$ cat config.mk
export PLATFORM = sky130hd
export DESIGN_NAME = qual_addr_cmp
export DESIGN_NICKNAME = d
export VERILOG_FILES = /design/src/rtl/qac_pkg.sv /design/src/rtl/qac_addr_ctx.sv /design/src/rtl/qac_data_cmp.sv /design/src/rtl/qac_resolve.sv /design/src/rtl/qual_addr_cmp.sv
export SDC_FILE = /design/constraint.sdc
export NUM_CORES = 1
export LEC_CHECK = 0
export BUFFER_PORTS_ARGS = -buffer_cell sky130_fd_sc_hd__buf_2
export CAP_MARGIN = 20
export CORE_AREA = 2 2 147 149
export CTS_CLUSTER_SIZE = 8
export DETAILED_ROUTE_END_ITERATION = 6
export DIE_AREA = 0 0 149 151
export HOLD_SLACK_MARGIN = 0.05
export SYNTH_ARGS = -nofsm -noshare
export SYNTH_HDL_FRONTEND = slang
export SYNTH_HIERARCHICAL = 1
export SYNTH_SLANG_ARGS = --single-unit
$ cat constraint.sdc
create_clock -name clk -period 2.3 [get_ports clk]
set_input_delay 0.23 -clock clk [delete_from_list [all_inputs] [get_ports clk]]
set_output_delay 0.23 -clock clk [all_outputs]
set_load 0.01 [all_outputs]
$ cat src/rtl/qac_pkg.sv
package qac_pkg;

    typedef enum logic [1:0] {
        CLS_FETCH = 2'b00,
        CLS_EXEC  = 2'b01,
        CLS_LOAD  = 2'b10,
        CLS_STORE = 2'b11
    } acc_class_e;

    typedef enum logic [2:0] {
        TY_FETCH     = 3'b000,
        TY_EXEC      = 3'b001,
        TY_EXEC_PASS = 3'b010,
        TY_EXEC_FAIL = 3'b011,
        TY_LDST      = 3'b100,
        TY_LOAD      = 3'b101,
        TY_STORE     = 3'b110,
        TY_RSVD      = 3'b111
    } acc_type_e;

    typedef enum logic [1:0] {
        SZ_BYTE = 2'b00,
        SZ_HALF = 2'b01,
        SZ_RSVD = 2'b10,
        SZ_WORD = 2'b11
    } size_e;

    typedef enum logic [1:0] {
        DM_OFF  = 2'b00,
        DM_EQ   = 2'b01,
        DM_RSVD = 2'b10,
        DM_NE   = 2'b11
    } dmode_e;

    typedef enum logic [1:0] {
        SEC_ANY  = 2'b00,
        SEC_NS   = 2'b01,
        SEC_S    = 2'b10,
        SEC_RSVD = 2'b11
    } sec_e;

    // Flags of one access that decide the exact-match outcome.
    typedef struct packed {
        logic cancel;
        logic miss;
        logic abort;
    } acc_flags_t;

    function automatic logic is_data(acc_class_e c);
        return (c == CLS_LOAD) || (c == CLS_STORE);
    endfunction

    function automatic logic type_ok(acc_type_e t, acc_class_e c, logic pass);
        logic ok;
        case (t)
            TY_FETCH:     ok = (c == CLS_FETCH);
            TY_EXEC:      ok = (c == CLS_EXEC);
            TY_EXEC_PASS: ok = (c == CLS_EXEC) && pass;
            TY_EXEC_FAIL: ok = (c == CLS_EXEC) && !pass;
            TY_LDST:      ok = is_data(c);
            TY_LOAD:      ok = (c == CLS_LOAD);
            TY_STORE:     ok = (c == CLS_STORE);
            default:      ok = 1'b0;
        endcase
        return ok;
    endfunction

    // Number of address bits ignored below the size granule.
    function automatic int unsigned size_lsb(size_e s);
        int unsigned n;
        case (s)
            SZ_HALF: n = 1;
            SZ_WORD: n = 2;
            default: n = 0;
        endcase
        return n;
    endfunction

    function automatic logic sec_ok(sec_e m, logic nonsecure);
        logic ok;
        case (m)
            SEC_ANY: ok = 1'b1;
            SEC_NS:  ok = nonsecure;
            SEC_S:   ok = !nonsecure;
            default: ok = 1'b0;
        endcase
        return ok;
    endfunction

endpackage

$ cat src/rtl/qac_addr_ctx.sv
module qac_addr_ctx
    import qac_pkg::*;
#(
    parameter int unsigned ADDR_W = 32,
    parameter int unsigned CTX_W  = 32,
    parameter int unsigned N_CTX  = 3,
    parameter int unsigned SEL_W  = 2
) (
    input  logic [ADDR_W-1:0]      cfg_addr,
    input  size_e                  cfg_size,
    input  logic [SEL_W-1:0]       cfg_ctx_sel,
    input  logic [N_CTX*CTX_W-1:0] cfg_ctx_vals,
    input  logic [CTX_W-1:0]       cfg_ctx_mask,
    input  sec_e                   cfg_sec,
    input  logic [ADDR_W-1:0]      acc_addr,
    input  size_e                  acc_size,
    input  logic [CTX_W-1:0]       acc_ctx,
    input  logic                   acc_nonsecure,
    output logic                   addr_ok,
    output logic                   ctx_ok,
    output logic                   secure_ok
);

    logic [ADDR_W-1:0] align_mask;
    logic [N_CTX-1:0]  ctx_hit;

    always_comb begin
        align_mask = ~((ADDR_W'(1) << size_lsb(cfg_size)) - ADDR_W'(1));
        addr_ok    = (((acc_addr ^ cfg_addr) & align_mask) == '0)
                     && (acc_size == cfg_size) && (cfg_size != SZ_RSVD);
    end

    // One masked comparator per stored context value.
    for (genvar k = 0; k < N_CTX; k++) begin : g_ctx
        assign ctx_hit[k] =
            (((acc_ctx ^ cfg_ctx_vals[k*CTX_W +: CTX_W]) & ~cfg_ctx_mask) == '0);
    end

    always_comb begin
        ctx_ok = (cfg_ctx_sel == '0);
        for (int k = 0; k < N_CTX; k++) begin
            if (cfg_ctx_sel == SEL_W'(k + 1)) ctx_ok = ctx_hit[k];
        end
    end

    assign secure_ok = sec_ok(cfg_sec, acc_nonsecure);

endmodule

$ cat src/rtl/qac_data_cmp.sv
module qac_data_cmp
    import qac_pkg::*;
#(
    parameter int unsigned DATA_W = 32
) (
    input  dmode_e            mode,
    input  logic [DATA_W-1:0] cfg_val,
    input  logic [DATA_W-1:0] cfg_mask,
    input  logic [DATA_W-1:0] data,
    output logic              pass
);

    logic equal;

    always_comb begin
        equal = (((data ^ cfg_val) & ~cfg_mask) == '0);
        case (mode)
            DM_OFF:  pass = 1'b1;
            DM_EQ:   pass = equal;
            DM_NE:   pass = !equal;
            default: pass = 1'b0;
        endcase
    end

endmodule

$ cat src/rtl/qac_resolve.sv
module qac_resolve
    import qac_pkg::*;
(
    input  logic       clk,
    input  logic       rst,
    input  logic       acc_valid,
    input  logic       base_ok,
    input  logic       data_acc,
    input  acc_flags_t flags,
    input  logic       exact,
    input  dmode_e     dmode,
    input  logic       now_pass,
    input  logic       dv_valid,
    input  logic       late_pass,
    output logic       match_q,
    output logic       pending_q
);

    logic imm_match;
    logic need_wait;
    logic late_match;
    logic accept_wait;

    always_comb begin
        imm_match = 1'b0;
        need_wait = 1'b0;
        if (acc_valid && base_ok) begin
            if (data_acc) begin
                if (flags.abort) begin
                    imm_match = !exact;
                end else if (flags.miss) begin
                    if (exact && (dmode != DM_OFF)) need_wait = 1'b1;
                    else                            imm_match = 1'b1;
                end else begin
                    imm_match = now_pass;
                end
            end else begin
                imm_match = !(flags.cancel && exact);
            end
        end
        late_match  = pending_q && dv_valid && late_pass;
        accept_wait = need_wait && (!pending_q || dv_valid);
    end

    always_ff @(posedge clk) begin
        if (rst) begin
            match_q   <= 1'b0;
            pending_q <= 1'b0;
        end else begin
            match_q   <= imm_match || late_match;
            pending_q <= accept_wait || (pending_q && !dv_valid);
        end
    end

    // reset leaves no match and nothing pending
    a_r11_reset_clear: assert property (@(posedge clk)
        rst |=> (!match_q && !pending_q));

    // no access and no strobe gives no match
    a_r10_idle_no_match: assert property (@(posedge clk) disable iff (rst)
        (!acc_valid && !dv_valid) |=> !match_q);

    // pending holds until the strobe
    a_r9_pending_holds: assert property (@(posedge clk) disable iff (rst)
        (pending_q && !dv_valid) |=> pending_q);

    // strobe with no new access clears pending
    a_r9_strobe_clears: assert property (@(posedge clk) disable iff (rst)
        (pending_q && dv_valid && !acc_valid) |=> !pending_q);

    // strobe with nothing pending has no effect
    a_r12_stray_strobe: assert property (@(posedge clk) disable iff (rst)
        (!pending_q && dv_valid && !acc_valid) |=> (!match_q && !pending_q));

    // exact match rejects a cancelled instruction
    a_r7_cancel_blocks: assert property (@(posedge clk) disable iff (rst)
        (acc_valid && !data_acc && flags.cancel && exact && !dv_valid)
        |=> !match_q);

    // exact match rejects an aborted data access
    a_r8_abort_blocks: assert property (@(posedge clk) disable iff (rst)
        (acc_valid && data_acc && flags.abort && exact && !dv_valid)
        |=> !match_q);

endmodule

$ cat src/rtl/qual_addr_cmp.sv
module qual_addr_cmp
    import qac_pkg::*;
#(
    parameter int unsigned ADDR_W = 32,
    parameter int unsigned DATA_W = 32,
    parameter int unsigned CTX_W  = 32,
    parameter int unsigned N_CTX  = 3,
    localparam int unsigned SEL_W = $clog2(N_CTX + 1)
) (
    input  logic                   clk,
    input  logic                   rst,
    input  logic [ADDR_W-1:0]      cfg_addr,
    input  logic [1:0]             cfg_size,
    input  logic [2:0]             cfg_type,
    input  logic [1:0]             cfg_dmode,
    input  logic [DATA_W-1:0]      cfg_dval,
    input  logic [DATA_W-1:0]      cfg_dmask,
    input  logic [SEL_W-1:0]       cfg_ctx_sel,
    input  logic [N_CTX*CTX_W-1:0] cfg_ctx_vals,
    input  logic [CTX_W-1:0]       cfg_ctx_mask,
    input  logic [1:0]             cfg_sec,
    input  logic                   cfg_exact,
    input  logic                   acc_valid,
    input  logic [1:0]             acc_class,
    input  logic                   acc_cond_pass,
    input  logic                   acc_cancel,
    input  logic                   acc_miss,
    input  logic                   acc_abort,
    input  logic [ADDR_W-1:0]      acc_addr,
    input  logic [1:0]             acc_size,
    input  logic [DATA_W-1:0]      acc_data,
    input  logic [CTX_W-1:0]       acc_ctx,
    input  logic                   acc_nonsecure,
    input  logic                   dv_valid,
    input  logic [DATA_W-1:0]      dv_data,
    output logic                   match_o,
    output logic                   pending_o
);

    acc_class_e cls;
    dmode_e     dmode;
    acc_flags_t flags;
    logic       addr_ok, ctx_ok, secure_ok, kind_ok;
    logic       base_ok, now_pass, late_pass;

    assign cls   = acc_class_e'(acc_class);
    assign dmode = dmode_e'(cfg_dmode);
    assign flags = '{cancel: acc_cancel, miss: acc_miss, abort: acc_abort};

    qac_addr_ctx #(
        .ADDR_W(ADDR_W), .CTX_W(CTX_W), .N_CTX(N_CTX), .SEL_W(SEL_W)
    ) u_addr_ctx (
        .cfg_addr      (cfg_addr),
        .cfg_size      (size_e'(cfg_size)),
        .cfg_ctx_sel   (cfg_ctx_sel),
        .cfg_ctx_vals  (cfg_ctx_vals),
        .cfg_ctx_mask  (cfg_ctx_mask),
        .cfg_sec       (sec_e'(cfg_sec)),
        .acc_addr      (acc_addr),
        .acc_size      (size_e'(acc_size)),
        .acc_ctx       (acc_ctx),
        .acc_nonsecure (acc_nonsecure),
        .addr_ok       (addr_ok),
        .ctx_ok        (ctx_ok),
        .secure_ok     (secure_ok)
    );

    assign kind_ok = type_ok(acc_type_e'(cfg_type), cls, acc_cond_pass);
    assign base_ok = addr_ok && ctx_ok && secure_ok && kind_ok
                     && (dmode != DM_RSVD);

    // Data check on hit data now, and on late data for a waiting access.
    qac_data_cmp #(.DATA_W(DATA_W)) u_dcmp_now (
        .mode     (dmode),
        .cfg_val  (cfg_dval),
        .cfg_mask (cfg_dmask),
        .data     (acc_data),
        .pass     (now_pass)
    );

    qac_data_cmp #(.DATA_W(DATA_W)) u_dcmp_late (
        .mode     (dmode),
        .cfg_val  (cfg_dval),
        .cfg_mask (cfg_dmask),
        .data     (dv_data),
        .pass     (late_pass)
    );

    qac_resolve u_resolve (
        .clk       (clk),
        .rst       (rst),
        .acc_valid (acc_valid),
        .base_ok   (base_ok),
        .data_acc  (is_data(cls)),
        .flags     (flags),
        .exact     (cfg_exact),
        .dmode     (dmode),
        .now_pass  (now_pass),
        .dv_valid  (dv_valid),
        .late_pass (late_pass),
        .match_q   (match_o),
        .pending_q (pending_o)
    );

    // reserved access type never yields an immediate match
    a_r2_rsvd_type: assert property (@(posedge clk) disable iff (rst)
        (acc_valid && (cfg_type == 3'b111) && !dv_valid) |=> !match_o);

    // reserved security mode never yields an immediate match
    a_r6_rsvd_sec: assert property (@(posedge clk) disable iff (rst)
        (acc_valid && (cfg_sec == 2'b11) && !dv_valid) |=> !match_o);

    // reserved size never yields an immediate match
    a_r1_rsvd_size: assert property (@(posedge clk) disable iff (rst)
        (acc_valid && (cfg_size == 2'b10) && !dv_valid) |=> !match_o);

endmodule

==> flow_summary.toml <==
[worst_setup_path]
reg2reg_to = "u_resolve/match_q$_SDFF_PP0_"
path_cells = "buf_8 > buf_4 > xnor2_2 > o22ai_1 > nor4_1 > buf_4 > nand4_1 > a21oi_1 > or3_4 > o2111ai_2 > a21oi_1 > nand2_1 > or3_4 > a21oi_2"
required_ns = 2.45
cpMaxStageDelayCell = "or3_4"
endpoint_kind = "register"
cp.arrival_ns = 2.43
critPathLaunchType = "input pin"
slowest_delay_ns = 0.37
cp_max_fo = 2
r2r_cells = 2
r2r_start = "u_resolve/pending_q$_SDFF_PP0_"
critPathKind = "input pin to register"
r2r_setup_slack_ns = 1.66

[floorplanning]
die_w_um = 149
die_height_um = 151
dieArea_um2 = 22500
rows = 53
coreArea_um2 = 20820
ios = 379
start_util_pct = 13.06

[synthesis]
yosysTopAreaCell = "xnor2_1"
mappedNetlistNets = 729
synth_warnings = 6
synth_edf_count = 0
syn_inst = 352
netlist_area_um2 = 2720
syn_avg_cell_area_um2 = 7.728
ys_async_sr_fraction_pct = 0
synth_cell_types = 30
ys_seq_area_share_pct = 1.472
synth-main-ff-cell = "dfxtp_1"
synthTopCellsByArea = "xnor2_1 (52%), o22ai_1 (18%), xor2_1 (10%)"
netlist.area_leader.share_pct = 52.48
synth_seq_cells = 2

[place]
globalplace.congestion = 0.8704
post-dp-hpwl_um = 16440
dp_slack_ns = -0.4077
portBuffers = 378

[grt]
antenna_found_initial = 1
globalRouteTotalUtil_pct = 14.23
grt_pass1_wl_um = 24140
overflow = 0
grt_pass1_vias = 4533
grt_max_degree = 6

[cts]
cts_max_path_buffers = 2
cts_hold_buf = 0
htreeDepth = 1
cts_buffers = 3
cts_num_sinks = 2
cts_root_buffer = "clkbuf_16"
clk_latency_ns = 0.22
cts_tree = "done"
clkTransAtPathRegs_ns = 0.03

[route]
antenna_left = 0
vias = 4392
drt_wl_total_um = 17800
drc = 0
firstDrtPassIters = 4
viasPerCell = 4.203
drt_iter0_markers = 93
wire_per_inst_um = 17.04

[sta]
final_hold_viol_count = 0
max-slew-margin-rel_pct = 71.92
setup_ws_ns = 0.02397
worst_pin_slew_ns = 0.4173
slew_viol_final = 0
fin_crit_sh_pct = 98.96
finalClockSkew_ns = 0.0005065
fin_crit_ns = 2.276
rsz0062_at_grt = "yes"
setup_viol = 0
fmax_ghz = 0.4394

[final_layout]
insertedDiodeCount = 0
nets = 1149
area_delta_synth_final_pct = 117.0
drive_above_1_share_pct = 62.21

[power_and_ir_drop]
cellPowerDensity_nw_per_um2 = 253.9
ir_drop_uv = 115.3
p_leak_nw = 2.671
total_power_mw = 1.499

[min_path]
hold_path_end = "u_resolve/pending_q$_SDFF_PP0_"
hold_depth = 2
hold_class = "input pin to register"
min_from = "rst"

[job]
cap_violations = 0

[run_status]
outcome = "complete, no violations"
## cell families (layout without fill, tap and decap cells)
| kind of cell | after synthesis | count (layout) | share of synthesized area [%] |
|---|---|---|---|
| simple gates | 56 | 56 | 12.37 |
| xor+xnor | 195 | 195 | 62.79 |
| buf+inv | 4 | 422 | 0.5518 |
| flops | 2 | 2 | 1.472 |
| compound gates | 93 | 93 | 22.03 |
| mux | 2 | 2 | 0.7820 |
## cells in the final DEF (no fill, tap or decap), types with 2 or more instances in the layout
| cell type | count |
|---|---|
| xor2_1 | 32 |
| xnor2_1 | 133 |
| o21ai_1 | 2 |
| o2111ai_1 | 2 |
| o22ai_2 | 8 |
| o211ai_1 | 2 |
| buf_6 | 10 |
| nand2_1 | 6 |
| or3_4 | 2 |
| nor2_1 | 4 |
| inv_1 | 3 |
| xnor2_4 | 5 |
| clkbuf_16 | 3 |
| nor4_2 | 4 |
| a21oi_1 | 3 |
| nor4_4 | 4 |
| o22ai_1 | 68 |
| nor4_1 | 18 |
| nor3_2 | 3 |
| o22ai_4 | 2 |
| nand4_1 | 5 |
| buf_8 | 3 |
| nor3_1 | 2 |
| xnor2_2 | 25 |
| buf_2 | 368 |
| buf_4 | 34 |
| dfxtp_1 | 2 |
## layout make-up
cell class	instances	area [um2]
Clock buffer	3	75.07
Multi-Input combinational cell	346	3157
Inverter	3	11.26
Timing Repair Buffer	416	2275
Sequential cell	2	40.04
Fill cell	2271	14920
Tap cell	275	344.1
## critical path, delay by kind of cell
kind | cells | cell delay [ns]
AO/OA/AOI/OAI | 5 | 0.63
XOR/XNOR | 1 | 0.14
buffers and inverters | 3 | 0.41
AND/OR/NAND/NOR | 5 | 1.00
## metal layers
metal | global-route usage, % | part of all wire, % | vias to the layer above
li1 | - | - | 2155
met5 | 0 | 0 | -
met3 | 1.988 | 7.7 | 24
met2 | 31.13 | 56 | 269
met4 | 1.905 | 2.1 | 0
met1 | 14.14 | 34 | 1944
## per-stage QoR
stage / setup TNS [ns] / area, um2 / utilization (%) / std cells / hold WS, ns
6_report: 0 / 5902 / 28.34 / 1045 / 0.2211
5_1_grt: -0.09776 / 5902 / 28.34 / 1045 / 0.2246
4_1_cts: -0.01737 / 5435 / 26.10 / 1046 / 0.2080
3_5_place_dp: -0.6711 / 5250 / 25.21 / 1042 / 0.4427
3_3_place_gp: -0.7426 / 5250 / 25.21 / 1042 / 0.4350
2_1_floorplan: 0 / 2720 / - / 352 / 0.2991
## state kept, by name, indices dropped and copies added, names as in the netlist
signal,flops
u_resolve/match_q,1
u_resolve/pending_q,1
## how the worst max path moves through the flow
| stage | depth (start not counted) | from | slack (ns) | to |
|---|---|---|---|---|
| floorplan | 10 | cfg_ctx_vals[67] | 0.27 | u_resolve/pending_q$_SDFF_PP0_ |
| global placement | 12 | acc_ctx[6] | -0.45 | u_resolve/pending_q$_SDFF_PP0_ |
| detailed placement | 12 | acc_ctx[6] | -0.41 | u_resolve/pending_q$_SDFF_PP0_ |
| CTS | 12 | acc_ctx[15] | -0.02 | u_resolve/pending_q$_SDFF_PP0_ |
| global route | 13 | acc_ctx[19] | -0.1 | u_resolve/pending_q$_SDFF_PP0_ |
| finish | 14 | acc_ctx[15] | 0.02 | u_resolve/pending_q$_SDFF_PP0_ |
## report_power, final
group	switching, mW	total, mW	internal (mW)
registers	0.0000000000000121	0.0350	0.0350
clock network	0.0412	0.262	0.221
logic	0.539	1.20	0.662
## synthesized netlist by cell type, types with 3 or more instances
cell type  count
a21oi_1        4
xor2_1        32
nor4_1        25
nand4_1        5
o22ai_1       78
xnor2_1      163
o2111ai_1      3
inv_1          3
nand2_1        6
nor3_1         5
nor2_1         5
## timing repair
| item | in CTS | in global routing |
|---|---|---|
| resized for setup | 18 | 76 |
| pin swaps | 12 | 41 |
| cloned | 0 | 0 |
| setup endpoints to repair | 2 | 2 |
| buffers inserted | 1 | 0 |
| endpoints found under the hold margin | 0 | 0 |
(Power assumes the default switching activity.)
